$ cat src/rtl/udc_pkg.sv
package udc_pkg;
  typedef enum logic [2:0] {
    OP_HOLD = 3'd0,
    OP_CLR  = 3'd1,
    OP_LOAD = 3'd2,
    OP_INC  = 3'd3,
    OP_DEC  = 3'd4
  } cnt_op_e;
endpackage

$ cat src/rtl/udc_strobe_sync.sv
module udc_strobe_sync #(
  parameter int STAGES = 2
) (
  input  logic clk,
  input  logic rst_n,
  input  logic raw,
  output logic lvl,
  output logic rise
);
  localparam int LAST = STAGES - 1;

  // Shift chain with one extra flop that holds the previous synchronized level.
  // It resets to 1, the idle level of a strobe, so reset never produces an edge.
  logic [STAGES:0] chain;

  always_ff @(posedge clk or negedge rst_n) begin
    if (!rst_n) chain <= '1;
    else        chain <= {chain[STAGES-1:0], raw};
  end

  assign lvl  = chain[LAST];
  assign rise = chain[LAST] & ~chain[STAGES];

  p_rise_single_r9: assert property (@(posedge clk) disable iff (!rst_n)
    rise |=> !rise);
endmodule

$ cat src/rtl/udc_ctrl.sv
module udc_ctrl
  import udc_pkg::*;
(
  input  logic    clr,
  input  logic    load_n,
  input  logic    up_lvl,
  input  logic    dn_lvl,
  input  logic    up_rise,
  input  logic    dn_rise,
  output cnt_op_e op,
  output logic    err_evt
);
  logic bad_edge;

  // An edge is rejected if both strobes rise together or the other line is low.
  assign bad_edge = (up_rise & dn_rise) | (up_rise & ~dn_lvl) | (dn_rise & ~up_lvl);
  assign err_evt  = bad_edge & ~clr & load_n;

  always_comb begin
    if (clr)           op = OP_CLR;
    else if (!load_n)  op = OP_LOAD;
    else if (bad_edge) op = OP_HOLD;
    else if (up_rise)  op = OP_INC;
    else if (dn_rise)  op = OP_DEC;
    else               op = OP_HOLD;
  end
endmodule

$ cat src/rtl/udc_core.sv
module udc_core
  import udc_pkg::*;
#(
  parameter int WIDTH = 4
) (
  input  logic             clk,
  input  logic             rst_n,
  input  cnt_op_e          op,
  input  logic [WIDTH-1:0] din,
  output logic [WIDTH-1:0] q,
  output logic             at_top,
  output logic             at_bottom
);
  localparam logic [WIDTH-1:0] TOP = '1;

  function automatic logic [WIDTH-1:0] step_up(input logic [WIDTH-1:0] v);
    return (v == TOP) ? '0 : v + WIDTH'(1);
  endfunction

  function automatic logic [WIDTH-1:0] step_dn(input logic [WIDTH-1:0] v);
    return (v == '0) ? TOP : v - WIDTH'(1);
  endfunction

  always_ff @(posedge clk or negedge rst_n) begin
    if (!rst_n) q <= '0;
    else begin
      unique case (op)
        OP_CLR:  q <= '0;
        OP_LOAD: q <= din;
        OP_INC:  q <= step_up(q);
        OP_DEC:  q <= step_dn(q);
        default: q <= q;
      endcase
    end
  end

  assign at_top    = (q == TOP);
  assign at_bottom = (q == '0);

  p_inc_r3: assert property (@(posedge clk) disable iff (!rst_n)
    (op == OP_INC) |=> (q == WIDTH'($past(q) + 1)));
  p_dec_r4: assert property (@(posedge clk) disable iff (!rst_n)
    (op == OP_DEC) |=> (q == WIDTH'($past(q) - 1)));
  p_wrap_up_r5: assert property (@(posedge clk) disable iff (!rst_n)
    (op == OP_INC && at_top) |=> at_bottom);
  p_wrap_dn_r5: assert property (@(posedge clk) disable iff (!rst_n)
    (op == OP_DEC && at_bottom) |=> at_top);
endmodule

$ cat src/rtl/updn_cascade_counter.sv
module updn_cascade_counter
  import udc_pkg::*;
#(
  parameter int WIDTH       = 4,
  parameter int SYNC_STAGES = 2
) (
  input  logic             clk,
  input  logic             rst_n,
  input  logic             clr,
  input  logic             load_n,
  input  logic [WIDTH-1:0] din,
  input  logic             up_strobe,
  input  logic             dn_strobe,
  output logic [WIDTH-1:0] q,
  output logic             carry_n,
  output logic             borrow_n,
  output logic             proto_err
);
  localparam int IDX_UP  = 0;
  localparam int IDX_DN  = 1;
  localparam int N_STROB = 2;

  logic [N_STROB-1:0] strobe_raw, strobe_lvl, strobe_rise;
  logic    up_lvl, dn_lvl, up_rise, dn_rise;
  cnt_op_e op;
  logic    err_evt, at_top, at_bottom;

  assign strobe_raw[IDX_UP] = up_strobe;
  assign strobe_raw[IDX_DN] = dn_strobe;

  for (genvar g = 0; g < N_STROB; g++) begin : g_sync
    udc_strobe_sync #(.STAGES(SYNC_STAGES)) u_sync (
      .clk  (clk),
      .rst_n(rst_n),
      .raw  (strobe_raw[g]),
      .lvl  (strobe_lvl[g]),
      .rise (strobe_rise[g])
    );
  end

  assign up_lvl  = strobe_lvl[IDX_UP];
  assign dn_lvl  = strobe_lvl[IDX_DN];
  assign up_rise = strobe_rise[IDX_UP];
  assign dn_rise = strobe_rise[IDX_DN];

  udc_ctrl u_ctrl (
    .clr    (clr),
    .load_n (load_n),
    .up_lvl (up_lvl),
    .dn_lvl (dn_lvl),
    .up_rise(up_rise),
    .dn_rise(dn_rise),
    .op     (op),
    .err_evt(err_evt)
  );

  udc_core #(.WIDTH(WIDTH)) u_core (
    .clk      (clk),
    .rst_n    (rst_n),
    .op       (op),
    .din      (din),
    .q        (q),
    .at_top   (at_top),
    .at_bottom(at_bottom)
  );

  always_ff @(posedge clk or negedge rst_n) begin
    if (!rst_n) proto_err <= 1'b0;
    else        proto_err <= err_evt;
  end

  // Gated by the synchronized strobe, so the outputs come only from flops.
  assign carry_n  = ~(at_top & ~up_lvl);
  assign borrow_n = ~(at_bottom & ~dn_lvl);

  p_clear_r1: assert property (@(posedge clk) disable iff (!rst_n)
    clr |=> (q == '0));
  p_load_r2: assert property (@(posedge clk) disable iff (!rst_n)
    (!clr && !load_n) |=> (q == $past(din)));
  p_carry_r6: assert property (@(posedge clk) disable iff (!rst_n)
    !carry_n |-> (q == '1));
  p_borrow_r7: assert property (@(posedge clk) disable iff (!rst_n)
    !borrow_n |-> (q == '0));
  p_err_hold_r8: assert property (@(posedge clk) disable iff (!rst_n)
    proto_err |-> (q == $past(q)));
  p_err_pulse_r8: assert property (@(posedge clk) disable iff (!rst_n)
    proto_err |=> !proto_err);
endmodule

$ cat config.mk
export PLATFORM = sky130hd
export DESIGN_NAME = updn_cascade_counter
export DESIGN_NICKNAME = d
export VERILOG_FILES = /design/src/rtl/udc_pkg.sv /design/src/rtl/udc_strobe_sync.sv /design/src/rtl/udc_ctrl.sv /design/src/rtl/udc_core.sv /design/src/rtl/updn_cascade_counter.sv
export SDC_FILE = /design/constraint.sdc
export NUM_CORES = 1
export LEC_CHECK = 0
export BUFFER_PORTS_ARGS = -buffer_cell sky130_fd_sc_hd__buf_2
export CAP_MARGIN = 20
export CORE_MARGIN = 1
export CORE_UTILIZATION = 55
export DETAILED_ROUTE_END_ITERATION = 8
export GPL_ROUTABILITY_DRIVEN = 1
export PLACE_DENSITY = 0.81
export SETUP_SLACK_MARGIN = 0.15
export SYNTH_ARGS = -nofsm -noshare
export SYNTH_HDL_FRONTEND = slang
export SYNTH_HIERARCHICAL = 1
export SYNTH_SLANG_ARGS = --single-unit
$ cat constraint.sdc
create_clock -name clk -period 4.1 [get_ports clk]
set_input_delay 0.41 -clock clk [delete_from_list [all_inputs] [get_ports clk]]
set_output_delay 0.41 -clock clk [all_outputs]
set_load 0.05 [all_outputs]
==> qor.yml, run 1 <==
pwr:
  p_leak_nw: 0.3866
  total_power_w: 0.0002942
  power_density_nw_per_um2: 349.3
  vdd_drop_max_mv: 0.2399
logic_synthesis:
  syn_inst: 73
  synth.area.top_cells: "dfstp_2, dfrtp_1, nor2b_4"
  synth_top_area_frac: 0.2139
  syn_area_um2: 737.0
  ys_types: 35
  synth_top_area_cell: "dfstp_2"
  synth_seq_cells: 11
  seq_area_frac_synth: 0.3837
  yosys_warnings: 6
  syn_avg_cell_area_um2: 10.10
  syn_nets: 85
place:
  place_congestion: 0.8475
  place.port_buffers: 16
  hpwl_um: 1051
timing:
  setup-violations-final: 0
  rsz0062_at_grt: "no"
  fmax_mhz: 441.0
  maxSlewHeadroom: 0.4333
  period_share: 0.5531
  fin_worst_skew_ns: 0.005689
  slew_viol_final: 0
  hold_ws_ns: 0.2323
  finalSetupTns_ns: 0
  hold_viol_final: 0
  tightest_slew_ns: 0.8483
  finalCriticalPeriod_ns: 2.268
layout:
  nets: 104
  antenna_cells: 0
  area_growth_pct: 14.26
  n_fill_cell: 83
  mostFrequentLayoutCells: "buf_2, dfstp_2, inv_1"
  final_common_cell: "buf_2"
  drive_gt1_frac: 0.3846
worst_setup_path:
  worstPathMaxFanout: 9
  crit_path_start_kind: "flip-flop"
  arrival_ns: 2.42
  crit_required_ns: 4.25
  criticalPathCategory: "flip-flop to flip-flop"
  endpoint_kind: "flip-flop"
hold_path:
  hp-class: "input port to flip-flop"
clock_tree:
  clk_pin_slew_ns: 0.08
  cts_buffers: 3
  htree_levels: 1
  cts_buffer_depth: 2
  cts_tree: "built"
  cts-root-buf: "clkbuf_4"
  clk_latency_ns: 0.27
  ctsHoldBuffers: 1
  ctsResizeCount: 0
  cts_setup_buffers: 0
  clock_sinks: 11
drt:
  dr.first_iter.drc_count: 20
  first_pass_iters: 4
  vias_per_cell: 5.629
  wl_per_cell_um: 13.53
  routed_wl_um: 1421
  ant_nets: 0
  drc_errors: 0
  vias: 591
run:
  maxCapViolations: 0
global_routing:
  grt_first_pass_wirelength_um: 2332
  grt_use_total: 0.2402
  grt_pass1_vias: 507
  overflow: 0
  antenna_found_initial: 0
  grt_max_degree: 13
floorplan:
  core_um2: 1171
  fp-row-count: 12
  die_area_um2: 1490
  die_w_um: 38.61
  start_util: 0.6293
  pin_count: 17
  dieHeight_um: 38.61
run_status:
  outcome: "complete, no violations"
==> cells in the mapped netlist (all sizes together) <==
| master | n |
|---|---|
| a21oi | 6 |
| dfstp | 6 |
| inv | 6 |
| o21ai | 6 |
| dfrtp | 5 |
| nand2b | 5 |
| nor2b | 5 |
| nor2 | 4 |
| buf | 3 |
| nand4 | 3 |
| a221oi | 2 |
| a22oi | 2 |
| ha | 2 |
| nand2 | 2 |
| nor3 | 2 |
| nor3b | 2 |
| a2bb2oi | 1 |
| and2 | 1 |
| and3 | 1 |
| mux2i | 1 |
| nand3b | 1 |
| o211ai | 1 |
| o21a | 1 |
| o21bai | 1 |
| o22ai | 1 |
| o2bb2ai | 1 |
| o31a | 1 |
| xor2 | 1 |
==> final cells by class <==
cell class / count / area [µm²] / share of cell area
multi-input combinational: 53 / 401.6 / 0.4770
sequential: 11 / 282.8 / 0.3358
timing repair buffer: 17 / 90.09 / 0.1070
clock buffer: 3 / 22.52 / 0.02675
inverter: 6 / 22.52 / 0.02675
tap: 14 / 17.52 / 0.02080
clock inverter: 1 / 5.005 / 0.005944
==> layer usage <==
layer | share of wire | global-route usage | vias up | routed length (µm)
li1 | - | - | 296 | -
met1 | 0.48 | 0.3469 | 277 | 685
met2 | 0.48 | 0.3292 | 16 | 676
met3 | 0.037 | 0.05202 | 2 | 53
met4 | 0.0042 | 0.1293 | 0 | 6
met5 | 0 | 0 | - | 0
==> power by group <==
| part | leakage (nW) | internal [W] | switching (W) |
|---|---|---|---|
| sequential | 0.129 | 0.000119 | 0.0000105 |
| clock | 0.0177 | 0.0000361 | 0.0000408 |
| combinational | 0.240 | 0.0000308 | 0.0000570 |
| total | 0.387 | 0.000186 | 0.000108 |
==> flip-flops by register name, summed over array words and instances, names as in the netlist <==
signal,count
proto_err,1
g_sync.u_sync/chain,6
u_core/q,4
==> path summary, 6_finish.rpt <==
kind                                                     startpoint                                   to  slack [ns]  depth (start not counted)
worst max-delay path            g_sync[0].u_sync/chain[1]$_DFF_PN1_              u_core/q[3]$_DFFE_PN0P_        1.83                          7
worst min-delay path                                      up_strobe  g_sync[0].u_sync/chain[0]$_DFF_PN1_        0.23                          1
worst max register to register  g_sync[0].u_sync/chain[1]$_DFF_PN1_              u_core/q[3]$_DFFE_PN0P_        1.83                          7
worst min register to register  g_sync[0].u_sync/chain[0]$_DFF_PN1_  g_sync[0].u_sync/chain[1]$_DFF_PN1_        0.36                          0
max in group asynchronous                                     rst_n  g_sync[1].u_sync/chain[2]$_DFF_PN1_        3.31                          2
min in group asynchronous                                     rst_n              u_core/q[1]$_DFFE_PN0P_        0.52                          2
==> cells by family after synthesis <==
family	synth area share
adders and majority gates	0.03395
xor gates and xnor gates	0.01189
AOI/OAI and AO/OA	0.2054
buffers and inverters	0.07131
muxes	0.01358
DFF	0.3837
and+or+nand+nor	0.2801
==> critical path: stages, from the launching register on <==
cell      delay, ns
dfstp_2        0.56
nor2b_4        0.19
nand3b_4       0.09
o21bai_1       0.67
nor2_4         0.11
xor2_1         0.20
a22oi_1        0.22
o211ai_1       0.10
==> per-stage QoR <==
stage	worst slack [ns]	area, µm²	util	instances
5_1_grt	1.689	842.1	0.7190	105
4_1_cts	1.854	842.1	0.7190	105
2_1_floorplan	2.056	737.0	-	73
3_5_place_dp	1.867	804.5	0.6870	100
3_3_place_gp	1.931	804.5	0.6870	100
6_report	1.832	842.1	0.7190	105
Note: power is estimated with default switching activity, not from simulation.
==> run 2: changes to the inputs <==
Settings changed: CORE_UTILIZATION 55 to 51, PLACE_DENSITY 0.81 to 0.76.
Clock period 4.1 ns to 2.2 ns, I/O delays scaled along.
==> run 2 against run 1 <==
Die area grew 7.4%. Global-route usage is 1.7 points lower. Via count up 5.4%. Total power increased by 88%. Combinational power grew 90%. Routed wire length up 5.0%. Final area increased by 2.5%. Highest routed layer unchanged. Clock power increased by 86%. Worst setup slack got worse by 1.6 ns. Cell count rose by 2.9%.
==> qor.yml, run 2 (same netlist as run 1, synthesis figures left out) <==
floorplan:
  fp-row-count: 13
  core_um2: 1318
  start_util: 0.5594
  pin_count: 17
  die_area_um2: 1601
  dieHeight_um: 40.02
  die_w_um: 40.02
global_routing:
  grt_max_degree: 13
  antenna_found_initial: 0
  grt_pass1_vias: 528
  overflow: 0
  grt_use_total: 0.2229
  grt_first_pass_wirelength_um: 2346
place:
  place_congestion: 0.7224
  hpwl_um: 1040
  post-place-ws_ns: 0.3147
  place.port_buffers: 16
timing:
  fmax_mhz: 518.7
  finalSetupTns_ns: 0
  fin_ws_ns: 0.2720
  rsz0062_at_grt: "no"
  hold_viol_final: 0
  fin_worst_skew_ns: 0.009078
  maxSlewHeadroom: 0.7180
  period_share: 0.8764
  finalCriticalPeriod_ns: 1.928
  slew_viol_final: 0
  tightest_slew_ns: 0.4230
  setup-violations-final: 0
worst_setup_path:
  arrival_ns: 2.12
  crit_required_ns: 2.39
  crit-reg2reg-launch: "g_sync[0].u_sync/chain[1]$_DFF_PN1_"
  endpoint_kind: "flip-flop"
  cp-startpoint: "g_sync[0].u_sync/chain[1]$_DFF_PN1_"
  crit_path_start_kind: "flip-flop"
  criticalPathCategory: "flip-flop to flip-flop"
  worstPathMaxFanout: 8
layout:
  largest_reg_flops: 6
  final_common_cell: "buf_2"
  reg_top3: "g_sync.u_sync/chain (6), u_core/q (4), proto_err (1)"
  area_growth_pct: 17.15
  top_register: "g_sync.u_sync/chain"
  drive_gt1_frac: 0.4086
  n_fill_cell: 119
  antenna_cells: 0
  mostFrequentLayoutCells: "buf_2, dfstp_2, inv_1"
  nets: 106
hold_path:
  hp-class: "input port to flip-flop"
  hp-start: "dn_strobe"
drt:
  ant_nets: 0
  routed_wl_um: 1492
  vias_per_cell: 5.769
  wl_per_cell_um: 13.81
  dr.first_iter.drc_count: 16
  drc_errors: 0
  vias: 623
  first_pass_iters: 4
pwr:
  vdd_drop_max_mv: 0.4142
  power_density_nw_per_um2: 641.3
  p_leak_nw: 0.3999
clock_tree:
  cts_tree: "built"
  clk_latency_ns: 0.27
  cts_buffers: 3
  cts-root-buf: "clkbuf_4"
  clk_pin_slew_ns: 0.07
  clock_sinks: 11
  cts_buffer_depth: 2
  htree_levels: 1
run:
  maxCapViolations: 0
run_status:
  outcome: "complete, no violations"
## run 2: cell count changes in the layout (fill, tap and decap cells not counted), sizes merged
cell  previous run  this run
buf             16        18
## run 2: final timing paths
check | to | slack (ns) | cells after the start
min in group asynchronous | u_core/q[3]$_DFFE_PN0P_ | 0.34 | 2
min | g_sync[1].u_sync/chain[0]$_DFF_PN1_ | 0.05 | 1
max reg2reg | u_core/q[0]$_DFFE_PN0P_ | 0.27 | 7
max in group asynchronous | g_sync[0].u_sync/chain[1]$_DFF_PN1_ | 1.58 | 2
max | u_core/q[0]$_DFFE_PN0P_ | 0.27 | 7
min reg2reg | g_sync[1].u_sync/chain[1]$_DFF_PN1_ | 0.35 | 0
## run 2: worst max-delay path, stage by stage (launching register included)
cell and delay [ns]:
dfstp_2 0.56, nor2b_4 0.20, nand3b_4 0.09, a21oi_2 0.37, nor2b_4 0.29, nand2_2 0.08
a2bb2oi_1 0.13, o21ai_1 0.13
## run 2: stage by stage
stage	hold slack, ns	std cells	util	area [µm²]	total power, W
final	0.04786	108	0.6553	863.3	0.0005537
after CTS	0.04192	108	0.6515	858.3	0.0005520
after global routing	0.02423	108	0.6553	863.3	0.0005895
after floorplan	-0.07559	73	-	737.0	0.0003674
after detailed placement	0.1059	103	0.6230	820.8	0.0004079
after global placement	0.1003	103	0.6230	820.8	0.0004057
## run 2: report_power, final
group | internal [W] | switching, W
Clock | 0.0000672 | 0.0000760
Sequential | 0.000222 | 0.0000219
Combinational | 0.0000603 | 0.000107
## run 2: repair_timing
action | 4_1_cts | 5_1_grt
resized for setup | 0 | 1
endpoints found under the setup margin | 0 | 1
buffers inserted | 0 | 0
hold buffers | 1 | 0
endpoints found under the hold margin | 5 | 0
## run 2: final cells by class
type                    count  area (µm²)  area share
clock buffers               3       22.52     0.02609
clock inverters             1       5.005    0.005797
inverters                   6       22.52     0.02609
multi-input cells          53       406.6      0.4710
flip-flops and latches     11       282.8      0.3275
well taps                  15       18.77     0.02174
repair buffers             19       105.1      0.1217
## run 2: metal layers
| metal | global-route usage | share of wire |
|---|---|---|
| met5 | 0 | 0 |
| met4 | 0.05172 | 0.0080 |
| met3 | 0.05000 | 0.044 |
| met2 | 0.3145 | 0.46 |
| met1 | 0.3429 | 0.49 |
==> run 3: changes to the inputs <==
Settings changed: BUFFER_PORTS_ARGS -buffer_cell sky130_fd_sc_hd__buf_2 to not set, CORE_AREA set to 2 2 39 41, CORE_MARGIN 1 to not set, CORE_UTILIZATION 51 to not set, DIE_AREA set to 0 0 41 43, DONT_BUFFER_PORTS set to 1, PLACE_DENSITY 0.76 to 0.71.
==> run 3 against run 2 <==
Utilization shrank 4.6 points. Clock power shrank 3%. Sequential cell count is the same. Critical endpoint is now borrow_n. Register-to-register slack improved by 0.04 ns. Total power fell by 1.4%. Largest cell class unchanged. Global-route usage fell by 2.1 points. Maximum frequency grew 1.9%. Sequential power hardly changed. Worst setup slack better by 0.036 ns. Sequential share of layout area rose by 0.78 points. Clock-buffer cell count rose by 1. Routed wire length fell by 6.2%.
==> qor.yml, run 3 (same netlist as run 1, synthesis figures left out) <==
pwr:
  power_density_nw_per_um2: 647.2
  power_frac_clock: 0.255
  power.switching_w: 0.0001916
  p_int_w: 0.0003543
  vdd_drop_max_mv: 0.4358
  p_leak_nw: 0.3635
  p_seq_frac: 0.444
  switching_share: 0.3510
  power_frac_comb: 0.302
worst_setup_path:
  critPathMaxStageDelay_ns: 0.45
  worstPathMaxFanout: 6
  crit-reg2reg-launch: "g_sync[0].u_sync/chain[1]$_DFF_PN1_"
  endpoint_kind: "output port"
  crit_chain: "inv_1, ha_1, nor3b_1, nand2b_1, buf_4"
  cp-startpoint: "u_core/q[1]$_DFFE_PN0P_"
  crit_path_start_kind: "flip-flop"
  criticalPathCategory: "flip-flop to output port"
  arrival_ns: 1.67
  slowest_stage: "dfrtp_1"
  crit_required_ns: 1.98
floorplan:
  start_util: 0.5325
  dieHeight_um: 43
  core_um2: 1384
  pin_count: 17
  die_w_um: 41
  fp-row-count: 14
  die_area_um2: 1763
layout:
  nets: 97
  n_fill_cell: 127
  area_growth_pct: 14.43
  final_common_cell: "buf_4"
  mostFrequentLayoutCells: "buf_4, dfstp_2, inv_1"
  antenna_cells: 0
  largest_reg_flops: 6
  drive_gt1_frac: 0.2976
  reg_top3: "g_sync.u_sync/chain (6), u_core/q (4), proto_err (1)"
  top_register: "g_sync.u_sync/chain"
clock_tree:
  cts_buffer_depth: 2
  cts-root-buf: "clkbuf_4"
  clock_sinks: 11
  clk_latency_ns: 0.27
  cts_tree: "built"
  htree_levels: 1
  cts_buffers: 3
  cts_setup_buffers: 0
  clk_pin_slew_ns: 0.07
global_routing:
  grt_pass1_vias: 529
  met1_usage: 0.2610
  grt_use_met2: 0.3031
  grt_first_pass_wirelength_um: 2366
  grt_max_degree: 12
  busiest_layer: "met2"
  antenna_found_initial: 0
  grt_use_total: 0.2020
  use_met3: 0.04712
  overflow: 0
drt:
  wl_per_cell_um: 14.00
  vias_per_cell: 5.780
  drc_errors: 0
  dr.first_iter.drc_count: 7
  routed_wl_um: 1400
  vias: 578
  ant_nets: 0
  first_pass_iters: 4
run:
  maxCapViolations: 0
timing:
  finalSetupTns_ns: 0
  rsz0062_at_grt: "no"
  hold_viol_final: 0
  hold_ws_ns: 0.1115
  tightest_slew_ns: 0.5446
  setup-violations-final: 0
  period_share: 0.8599
  finalCriticalPeriod_ns: 1.892
  fin_worst_skew_ns: 0.007408
  slew_viol_final: 0
  fmax_mhz: 528.6
  maxSlewHeadroom: 0.6384
hold_path:
  hp-class: "input port to flip-flop"
  hp-start: "din[0]"
run_status:
  outcome: "complete, no violations"
place:
  place_congestion: 0.7419
  hpwl_um: 1092
  place.port_buffers: 0
-- run 3: metal layers --
layer,up-vias,part of all wire
li1,284,-
met1,282,0.45
met2,9,0.50
met3,3,0.029
met4,0,0.017
met5,-,0
-- run 3: timing repair --
item / in CTS / in global routing
gates resized for setup: 0 / 1
hold endpoints to repair: 13 / 0
endpoints found under the setup margin: 0 / 2
hold buffers: 3 / 0
-- run 3: cell type report --
type | instances | area, µm² | area share
repair buffers | 10 | 82.58 | 0.09792
inverters | 6 | 22.52 | 0.02671
flip-flops and latches | 11 | 282.8 | 0.3353
multi-input cells | 53 | 409.1 | 0.4852
clock buffers | 4 | 26.28 | 0.03116
well taps | 16 | 20.02 | 0.02374
-- run 3: final timing paths --
check / cells past startpoint / to / slack [ns]
min in group asynchronous: 1 / proto_err$_DFF_PN0_ / 0.34
max: 5 / borrow_n / 0.31
max in group asynchronous: 1 / g_sync[1].u_sync/chain[1]$_DFF_PN1_ / 1.50
min: 2 / u_core/q[0]$_DFFE_PN0P_ / 0.11
max reg2reg: 7 / u_core/q[1]$_DFFE_PN0P_ / 0.31
min reg2reg: 0 / g_sync[0].u_sync/chain[1]$_DFF_PN1_ / 0.35
-- run 3: power groups by stage --
stage	Combinational, W	Sequential (W)	Clock [W]
after floorplan	0.0000934	0.000274	0
after global placement	0.000155	0.000245	0
after detailed placement	0.000156	0.000246	0
after CTS	0.000164	0.000243	0.000143
after global routing	0.000180	0.000245	0.000152
final	0.000165	0.000242	0.000139
-- run 3: per-stage QoR --
stage | instance area, µm² | instances | util | power, W | worst slack [ns]
finish | 843.3 | 100 | 0.6094 | 0.0005458 | 0.3082
global route | 843.3 | 100 | 0.6094 | 0.0005767 | 0.1918
CTS | 835.8 | 100 | 0.6040 | 0.0005501 | 0.2492
detailed placement | 779.5 | 93 | 0.5633 | 0.0004020 | 0.2813
global placement | 779.5 | 93 | 0.5633 | 0.0004001 | 0.3117
floorplan | 737.0 | 73 | - | 0.0003674 | 0.3456
-- run 3: worst max-delay path, delay by kind of cell (launching register included) --
kind / cells / cell delay, ns
adder cells (fa/ha/maj): 1 / 0.22
AND/OR/NAND/NOR: 2 / 0.40
flip-flops: 1 / 0.45
buffers and inverters: 2 / 0.33
